==> src/rtl/rop_pkg.sv <==
// Package: shared widths and the raster-op encoding for the write path.
// Assumes a byte-wide processor bus and four planes; the op codes are
// software-visible, so their values must not change.
package rop_pkg;
    localparam int unsigned DATA_W  = 8;
    localparam int unsigned PLANES  = 4;
    localparam int unsigned CNT_W   = $clog2(DATA_W);

    typedef enum logic [1:0] {
        ROP_PASS = 2'b00,
        ROP_AND  = 2'b01,
        ROP_OR   = 2'b10,
        ROP_XOR  = 2'b11
    } rop_op_e;
endpackage

==> src/rtl/rop_cfg_reg.sv <==
// Module: rotate/op configuration register behind an indexed port.
// Holds the rotate amount in bits CNT_W-1:0 and the op in the next two
// bits; higher bits are reserved and read zero. Assumes CNT_W+2 <= DATA_W.
module rop_cfg_reg
    import rop_pkg::*;
#(
    parameter int unsigned DW     = 8,
    parameter int unsigned CW     = 3,
    parameter int unsigned IDX_W  = 8,
    parameter logic [7:0]  REG_IX = 8'h03
) (
    input  logic             clk,
    input  logic             rst_n,
    input  logic             wr_en,
    input  logic [IDX_W-1:0] index,
    input  logic [DW-1:0]    wdata,
    output logic [DW-1:0]    rdata,
    output logic [CW-1:0]    rot_amt,
    output rop_op_e          op_sel
);
    localparam int unsigned OP_LSB = CW;
    localparam int unsigned USED_W = CW + 2;

    logic hit;
    logic unused_hi;

    // Decode whether the port targets this register.
    assign hit = (index == IDX_W'(REG_IX));

    // Reserved write bits are deliberately dropped.
    assign unused_hi = ^wdata[DW-1:USED_W];

    // Capture amount and op on a matching write; clear on reset.
    always_ff @(posedge clk) begin
        if (!rst_n) begin
            rot_amt <= '0;
            op_sel  <= ROP_PASS;
        end else if (wr_en && hit) begin
            rot_amt <= wdata[CW-1:0];
            op_sel  <= rop_op_e'(wdata[OP_LSB+1:OP_LSB]);
        end
    end

    // Readback with reserved bits forced to zero.
    always_comb begin
        rdata = '0;
        if (hit) begin
            rdata[CW-1:0]          = rot_amt;
            rdata[OP_LSB+1:OP_LSB] = op_sel;
        end
    end
endmodule

==> src/rtl/rop_rotator.sv <==
// Module: combinational right-rotate of a W-bit word by a variable amount.
// Assumes the amount is less than W.
module rop_rotator #(
    parameter int unsigned W  = 8,
    parameter int unsigned SW = 3
) (
    input  logic [W-1:0]  din,
    input  logic [SW-1:0] amt,
    output logic [W-1:0]  dout
);
    logic [2*W-1:0] doubled;

    // Shift a doubled copy so bits wrap around from the top.
    always_comb begin
        doubled = {din, din} >> amt;
        dout    = doubled[W-1:0];
    end
endmodule

==> src/rtl/rop_logic_unit.sv <==
// Module: per-plane raster operation of the rotated byte with the latch.
// Each plane uses only its own latch byte; purely combinational.
module rop_logic_unit
    import rop_pkg::*;
#(
    parameter int unsigned W  = 8,
    parameter int unsigned NP = 4
) (
    input  logic [W-1:0]    src,
    input  logic [NP*W-1:0] latch,
    input  rop_op_e         op,
    output logic [NP*W-1:0] result
);
    for (genvar p = 0; p < NP; p++) begin : g_plane
        logic [W-1:0] lb;
        assign lb = latch[p*W +: W];

        // Select the operation for this plane's byte.
        always_comb begin
            unique case (op)
                ROP_AND: result[p*W +: W] = src & lb;
                ROP_OR:  result[p*W +: W] = src | lb;
                ROP_XOR: result[p*W +: W] = src ^ lb;
                default: result[p*W +: W] = src;
            endcase
        end
    end
endmodule

==> src/rtl/rop_read_latch.sv <==
// Module: multi-plane read latch, loaded on each processor read.
// Holds its contents through writes; cleared on reset.
module rop_read_latch #(
    parameter int unsigned WIDTH = 32
) (
    input  logic             clk,
    input  logic             rst_n,
    input  logic             load,
    input  logic [WIDTH-1:0] din,
    output logic [WIDTH-1:0] q
);
    // Capture all planes on a read strobe.
    always_ff @(posedge clk) begin
        if (!rst_n)    q <= '0;
        else if (load) q <= din;
    end
endmodule

==> src/rtl/rop_write_path.sv <==
// Module: top of the rotate and raster-op write path.
// Rotates the processor byte, merges it per plane with the read latch and
// registers the four plane bytes. A write uses the configuration and latch
// as they stood before its clock edge.
module rop_write_path
    import rop_pkg::*;
#(
    parameter int unsigned DW     = rop_pkg::DATA_W,
    parameter int unsigned NP     = rop_pkg::PLANES,
    parameter logic [7:0]  REG_IX = 8'h03
) (
    input  logic             clk,
    input  logic             rst_n,
    input  logic             cfg_wr_en,
    input  logic [7:0]       cfg_index,
    input  logic [DW-1:0]    cfg_wdata,
    output logic [DW-1:0]    cfg_rdata,
    input  logic             cpu_rd_en,
    input  logic [NP*DW-1:0] rd_planes,
    input  logic             cpu_wr_en,
    input  logic [DW-1:0]    cpu_wdata,
    output logic             plane_wvalid,
    output logic [NP*DW-1:0] plane_wdata
);
    localparam int unsigned CW  = $clog2(DW);
    localparam int unsigned BUS = NP * DW;

    logic [CW-1:0]  rot_amt;
    rop_op_e        op_sel;
    logic [BUS-1:0] latch_q;
    logic [DW-1:0]  rotated;
    logic [BUS-1:0] merged;

    rop_cfg_reg #(.DW(DW), .CW(CW), .IDX_W(8), .REG_IX(REG_IX)) u_cfg (
        .clk(clk), .rst_n(rst_n), .wr_en(cfg_wr_en), .index(cfg_index),
        .wdata(cfg_wdata), .rdata(cfg_rdata), .rot_amt(rot_amt), .op_sel(op_sel)
    );

    rop_read_latch #(.WIDTH(BUS)) u_latch (
        .clk(clk), .rst_n(rst_n), .load(cpu_rd_en), .din(rd_planes), .q(latch_q)
    );

    rop_rotator #(.W(DW), .SW(CW)) u_rot (
        .din(cpu_wdata), .amt(rot_amt), .dout(rotated)
    );

    rop_logic_unit #(.W(DW), .NP(NP)) u_lu (
        .src(rotated), .latch(latch_q), .op(op_sel), .result(merged)
    );

    // Register the merged plane data and its valid flag.
    always_ff @(posedge clk) begin
        if (!rst_n) begin
            plane_wvalid <= 1'b0;
            plane_wdata  <= '0;
        end else begin
            plane_wvalid <= cpu_wr_en;
            if (cpu_wr_en) plane_wdata <= merged;
        end
    end
endmodule

==> config.mk <==
export PLATFORM = sky130hd
export DESIGN_NAME = rop_write_path
export DESIGN_NICKNAME = d
export VERILOG_FILES = /design/src/rtl/rop_pkg.sv /design/src/rtl/rop_cfg_reg.sv /design/src/rtl/rop_rotator.sv /design/src/rtl/rop_logic_unit.sv /design/src/rtl/rop_read_latch.sv /design/src/rtl/rop_write_path.sv
export SDC_FILE = /design/constraint.sdc
export NUM_CORES = 1
export LEC_CHECK = 0
export BUFFER_PORTS_ARGS = -buffer_cell sky130_fd_sc_hd__buf_2
export CORE_MARGIN = 2
export CORE_UTILIZATION = 45
export CTS_BUF_LIST = sky130_fd_sc_hd__clkbuf_8 sky130_fd_sc_hd__clkbuf_16
export DETAILED_ROUTE_END_ITERATION = 6
export PLACE_DENSITY_LB_ADDON = 0.05
export SLEW_MARGIN = 20
export SYNTH_ARGS = -nofsm -noshare
export SYNTH_HDL_FRONTEND = slang
export SYNTH_HIERARCHICAL = 1
export SYNTH_SLANG_ARGS = --single-unit
==> constraint.sdc <==
create_clock -name clk -period 3.1 [get_ports clk]
set_input_delay 0.155 -clock clk [delete_from_list [all_inputs] [get_ports clk]]
set_output_delay 0.155 -clock clk [all_outputs]
set_load 0.03 [all_outputs]
**Word level (Yosys, flattened, before mapping)**

Cells that the tools add are included.

- Register bits: 70
- Input port bits: 61
- Output and inout bits: 41

- Equal/unequal tests: 4
- Shift operators: 1
- Mux-type cells: 5
- Bitwise operators: 12
- Reduce and logical (&&, ||, !) cells: 1

Operators with widths:

| cell | count |
|---|---|
| $pmux W8 S3 | 4 |
| $and A8 B8 Y8 | 4 |
| $or A8 B8 Y8 | 4 |
| $xor A8 B8 Y8 | 4 |
| $shr A16 B3 Y8 | 1 |
| $eq A8 B2 Y1 const B | 1 |
| $mux W5 | 1 |
| $eq A2 B2 Y1 const B | 2 |
| $eq A2 B1 Y1 const B | 1 |
| $logic_and A1 B1 Y1 | 1 |

**Longest topological paths before layout**

- Depth after elaboration: 3
- Gate-level depth with buffers: 9

**Modules after synthesis**

Netlist, hierarchy kept.

By module, submodules not included:

| module | times used | cells an instance | area each (um^2) |
|---|---|---|---|
| rop_logic_unit | 1 | 176 | 1,903.1 |
| rop_write_path | 1 | 105 | 1,270.0 |
| rop_read_latch | 1 | 103 | 1,243.7 |
| rop_rotator | 1 | 19 | 326.6 |
| rop_cfg_reg | 1 | 36 | 300.3 |

**Worst setup path after synthesis**

OpenSTA, ideal clock, no wires.

- Path kind: register to register
- Start point: register u_cfg.rot_amt[2]
- End point: register plane_wdata[15]
- Setup time: 0.116 ns
- Data arrival time: 2.339 ns
- Required time: 2.984 ns
- Path slack: 0.645 ns
- Cell stages (with the launch flop): 9
- Buffers on the path: 1
- Period minus slack after synthesis: 2.455 ns
- Cell sequence: dfxtp_1 buf_6 mux4_1 mux2_2 inv_1 ha_1 mux4_1 mux2i_1 nor2b_1

- Longest elaborated chain between the ends: 3

RTL lines:

| item | line | RTL |
|---|---|---|
| start, declared | rop_cfg_reg.sv:18 | `output logic [CW-1:0] rot_amt,` |
| start signal, assigned | rop_cfg_reg.sv:39 | `rot_amt <= wdata[CW-1:0];` |
| $shr A16 B3 Y8 (*) | rop_rotator.sv:15 | `doubled = {din, din} >> amt;` |
| via rotated[7] | rop_write_path.sv:31 | `logic [DW-1:0] rotated;` |
| $xor A8 B8 Y8, or another cell as far along | rop_logic_unit.sv:23 | `ROP_XOR: result[p*W +: W] = src ^ lb;` |
| $pmux W8 S3 (*) | rop_logic_unit.sv:20 | `unique case (op)` |
| via merged[15] | rop_write_path.sv:32 | `logic [BUS-1:0] merged;` |
| end signal, assigned | rop_write_path.sv:58 | `if (cpu_wr_en) plane_wdata <= merged;` |
| end, declared | rop_write_path.sv:23 | `output logic [NP*DW-1:0] plane_wdata` |

The timed path passes the listed nets; every way through them passes the cells marked *.
A chain may end at the register's enable or synchronous reset.

**Worst setup path in the final report**

Same ends and word-level chain as after synthesis.

==> flow_summary_export.csv <==
group,metric,value,unit
run_status,status,"completed",
timing,tightest_slew,1090,ps
logic_synthesis,synth.distinct_cells,20,
pwr,power,2.30,mW
logic_synthesis,ys_top_cells_by_area,"dfxtp_1, ha_1, mux2i_1",
cts,clock_path_buffers,2,
logic_synthesis,synthTopCellsByCount,"inv_1, dfxtp_1, mux2i_1, ha_1, nor2b_1",
route,antenna_left,0,
logic_synthesis,synth-seq-cells,70,
critical_path,r2r-start,"u_cfg/rot_amt[2]",
route,first_pass_iters,4,
timing,relSlewSlack,27.2,%
critical_path,max_stage_delay,630,ps
route,routed_wl,10800,um
critical_path,crit_path_end_kind,"flip-flop",
pwr,seqPwrFrac,42.7,%
route,drc,0,
cts,clkLatencyLatePin,360,ps
timing,fmax,346,MHz
pwr,switching_share,26.5,%
cts,clockRootBuffer,"clkbuf_8",
logic_synthesis,synth_flop_cell,"dfxtp_1",
global_route,grt_pass1_wl,17000,um
layout,nets,652,
critical_path,cp.arrival,3150,ps
critical_path,cpMostUsedCell,"mux4_1",
run,max_cap_violations,0,
layout,fin_util,52.6,%
critical_path,slowest_stage,"mux4_1",
logic_synthesis,synth-async-reset-ratio,0,%
logic_synthesis,ys_warn_count,6,
pwr,power.leakage,2.74,nW
global_route,grt_max_degree,76,
logic_synthesis,yosys.cell_count.top_type,"inv_1",
floorplanning,fp.dieH,110,um
floorplanning,fp.dieW,110,um
critical_path,crit_required,3360,ps
cts,cts_sinks,70,
timing,rsz0062_at_grt,"no",
hold_path,hold_start,"cfg_wdata[0]",
pwr,combPwrFrac,17.4,%
critical_path,reg2regPathDepth,7,
floorplanning,num_io_pins,102,
route,wl_per_cell,16.0,um
global_route,grt_pass1_vias,3302,
placement,dpl.hpwl,7220,um
floorplanning,die_area,12100,sq um
cts,cts_made_buffers,9,
layout,nFillCells,989,
critical_path,regToRegSetupSlack,210,ps
logic_synthesis,synth.cell_area,5040,sq um
layout,syn2layout_area_growth,13.4,%
cts,cts_hold_buf,0,
cts,cts-resized-gates,0,
timing,hold_viol_final,0,
critical_path,critPathBufInv,1,
critical_path,crit_path_max_fanout,10,
global_route,antenna_found_initial,0,
logic_synthesis,synth_edf_count,0,
route,drt-vias-per-instance,4.85,
hold_path,min_path_type,"in2reg",
pwr,powerDensity,403,nW/um^2
floorplanning,core_area,10900,sq um
logic_synthesis,synth_area_leader_cell,"dfxtp_1",
hold_path,min_to,"u_cfg/rot_amt[0]",
critical_path,cp_top_family,"multiplexers",
layout,drive_gt1_share,30.5,%
critical_path,crit_type,"reg2reg",
layout,antenna_cells,0,
route,vias,3260,
critical_path,worstPathCellList,"mux4_1, mux2_2, inv_1, ha_1, mux4_1, mux2i_1, nor2b_1",
cts,cts_tree,"built",
layout,final_cell_count_no_fill,672,
hold_path,whs_path_depth,3,
cts,htreeDepth,3,
timing,finalSetupTns,0,ps
logic_synthesis,syn_avg_cell_area,11.5,sq um
timing,period_minus_slack,2890,ps
global_route,grt-ovfl-total,0,
timing,slew_viol_final,0,
placement,dp.cells,656,
pwr,vdd_drop_max,0.279,mV
logic_synthesis,ys_seq_area_share,27.8,%
placement,portBuffers,95,
critical_path,crit_path_start_kind,"flip-flop",
logic_synthesis,netlist.area_leader.share,27.8,%
cts,cts_setup_buffers,0,
critical_path,rr_endpoint,"plane_wdata[15]",
route,drt_iter0_drc,91,
timing,min_period_over_period,93.2,%
floorplanning,rows,38,
timing,setup_viol,0,
timing,finClkSkew,5.62,ps
placement,gp_congestion,0.772,
logic_synthesis,netlist_instances,439,
pwr,switchingPower,0.610,mW
cts,clk_pin_slew,80,ps
floorplanning,start_util,46.3,%
global_route,grtUsageTotal,19.3,%
pwr,clkPwrFrac,39.9,%
pwr,internal_power,1.69,mW
metal layers:
| layer | vias up | global-route usage (%) | share of wire [%] |
|---|---|---|---|
| li1 | 1649 | - | - |
| met2 | 72 | 31.8 | 46 |
| met1 | 1531 | 24.6 | 48 |
| met4 | 0 | 4.07 | 0.84 |
| met3 | 8 | 6.22 | 5.0 |
| met5 | - | 0 | 0 |
logic make-up after synthesis:
group                      count (synthesis)  synth area share [%]
adders and majority gates                 64                  15.9
buffers and inverters                    102                  11.7
DFF                                       70                  27.8
muxes                                    117                  34.2
other                                      1                0.0744
and+or+nand+nor                           85                  10.4
placed cells by master, fill, tap and decap left out:
master	n
mux4_2	29
mux2_2	8
inv_1	73
buf_2	94
dfxtp_1	68
buf_4	9
conb_1	3
or2_2	1
dfxtp_2	2
nor2b_1	64
bufinv_16	2
mux2i_1	69
clkbuf_8	14
or4_4	1
buf_12	1
ha_1	64
mux4_1	11
nand2_1	11
nor3_1	1
and2_1	6
nor4_4	1
worst register-to-register path, cell delays in order (launching register included):
cell     delay (ps)
dfxtp_1         590
mux4_1          640
mux2_2          390
inv_1           210
ha_1            260
mux4_1          470
mux2i_1         160
nor2b_1          60
cell type report:
| cell class | count | area (sq um) | area share, % |
|---|---|---|---|
| well taps | 140 | 175 | 3.06 |
| clock inverters | 2 | 60.1 | 1.05 |
| multi-input cells | 269 | 3060 | 53.4 |
| clock buffers | 14 | 193 | 3.37 |
| repair buffers | 104 | 558 | 9.75 |
| inverters | 73 | 274 | 4.79 |
| flip-flops and latches | 70 | 1400 | 24.5 |
how the worst max path moves through the flow:
stage / to / cells after the start / from
2_1_floorplan: plane_wdata[15] / 8 / u_cfg/rot_amt[2]
3_3_place_gp: plane_wdata[7] / 7 / u_cfg/rot_amt[2]
3_5_place_dp: plane_wdata[15] / 7 / u_cfg/rot_amt[2]
4_1_cts: plane_wdata[15] / 7 / u_cfg/rot_amt[2]
5_1_grt: plane_wdata[15] / 8 / u_cfg/rot_amt[2]
6_report: plane_wdata[15] / 7 / u_cfg/rot_amt[2]
power by group through the flow:
stage	clock, mW	combinational, mW	sequential, mW
6_report	0.920	0.400	0.984
5_1_grt	0.995	0.449	0.990
4_1_cts	0.956	0.406	0.984
3_5_place_dp	0	0.404	1.01
3_3_place_gp	0	0.388	1.00
2_1_floorplan	0	0.245	1.05
flip-flops by register name (all words and copies together) (netlist names):
| signal | cells |
|---|---|
| plane_wdata | 32 |
| plane_wvalid | 1 |
| u_latch/q | 32 |
| u_cfg/op_sel | 2 |
| u_cfg/rot_amt | 3 |
through the flow:
| step | cell area, sq um | hold WS, ps | worst slack, ps |
|---|---|---|---|
| after floorplan | 5050 | 283 | 645 |
| after global placement | 5470 | 403 | 293 |
| after detailed placement | 5470 | 414 | 216 |
| after CTS | 5720 | 11.3 | 198 |
| after global routing | 5720 | 23.1 | 79.9 |
| final | 5720 | 34.9 | 211 |
Power figures use the tool's default switching activity.
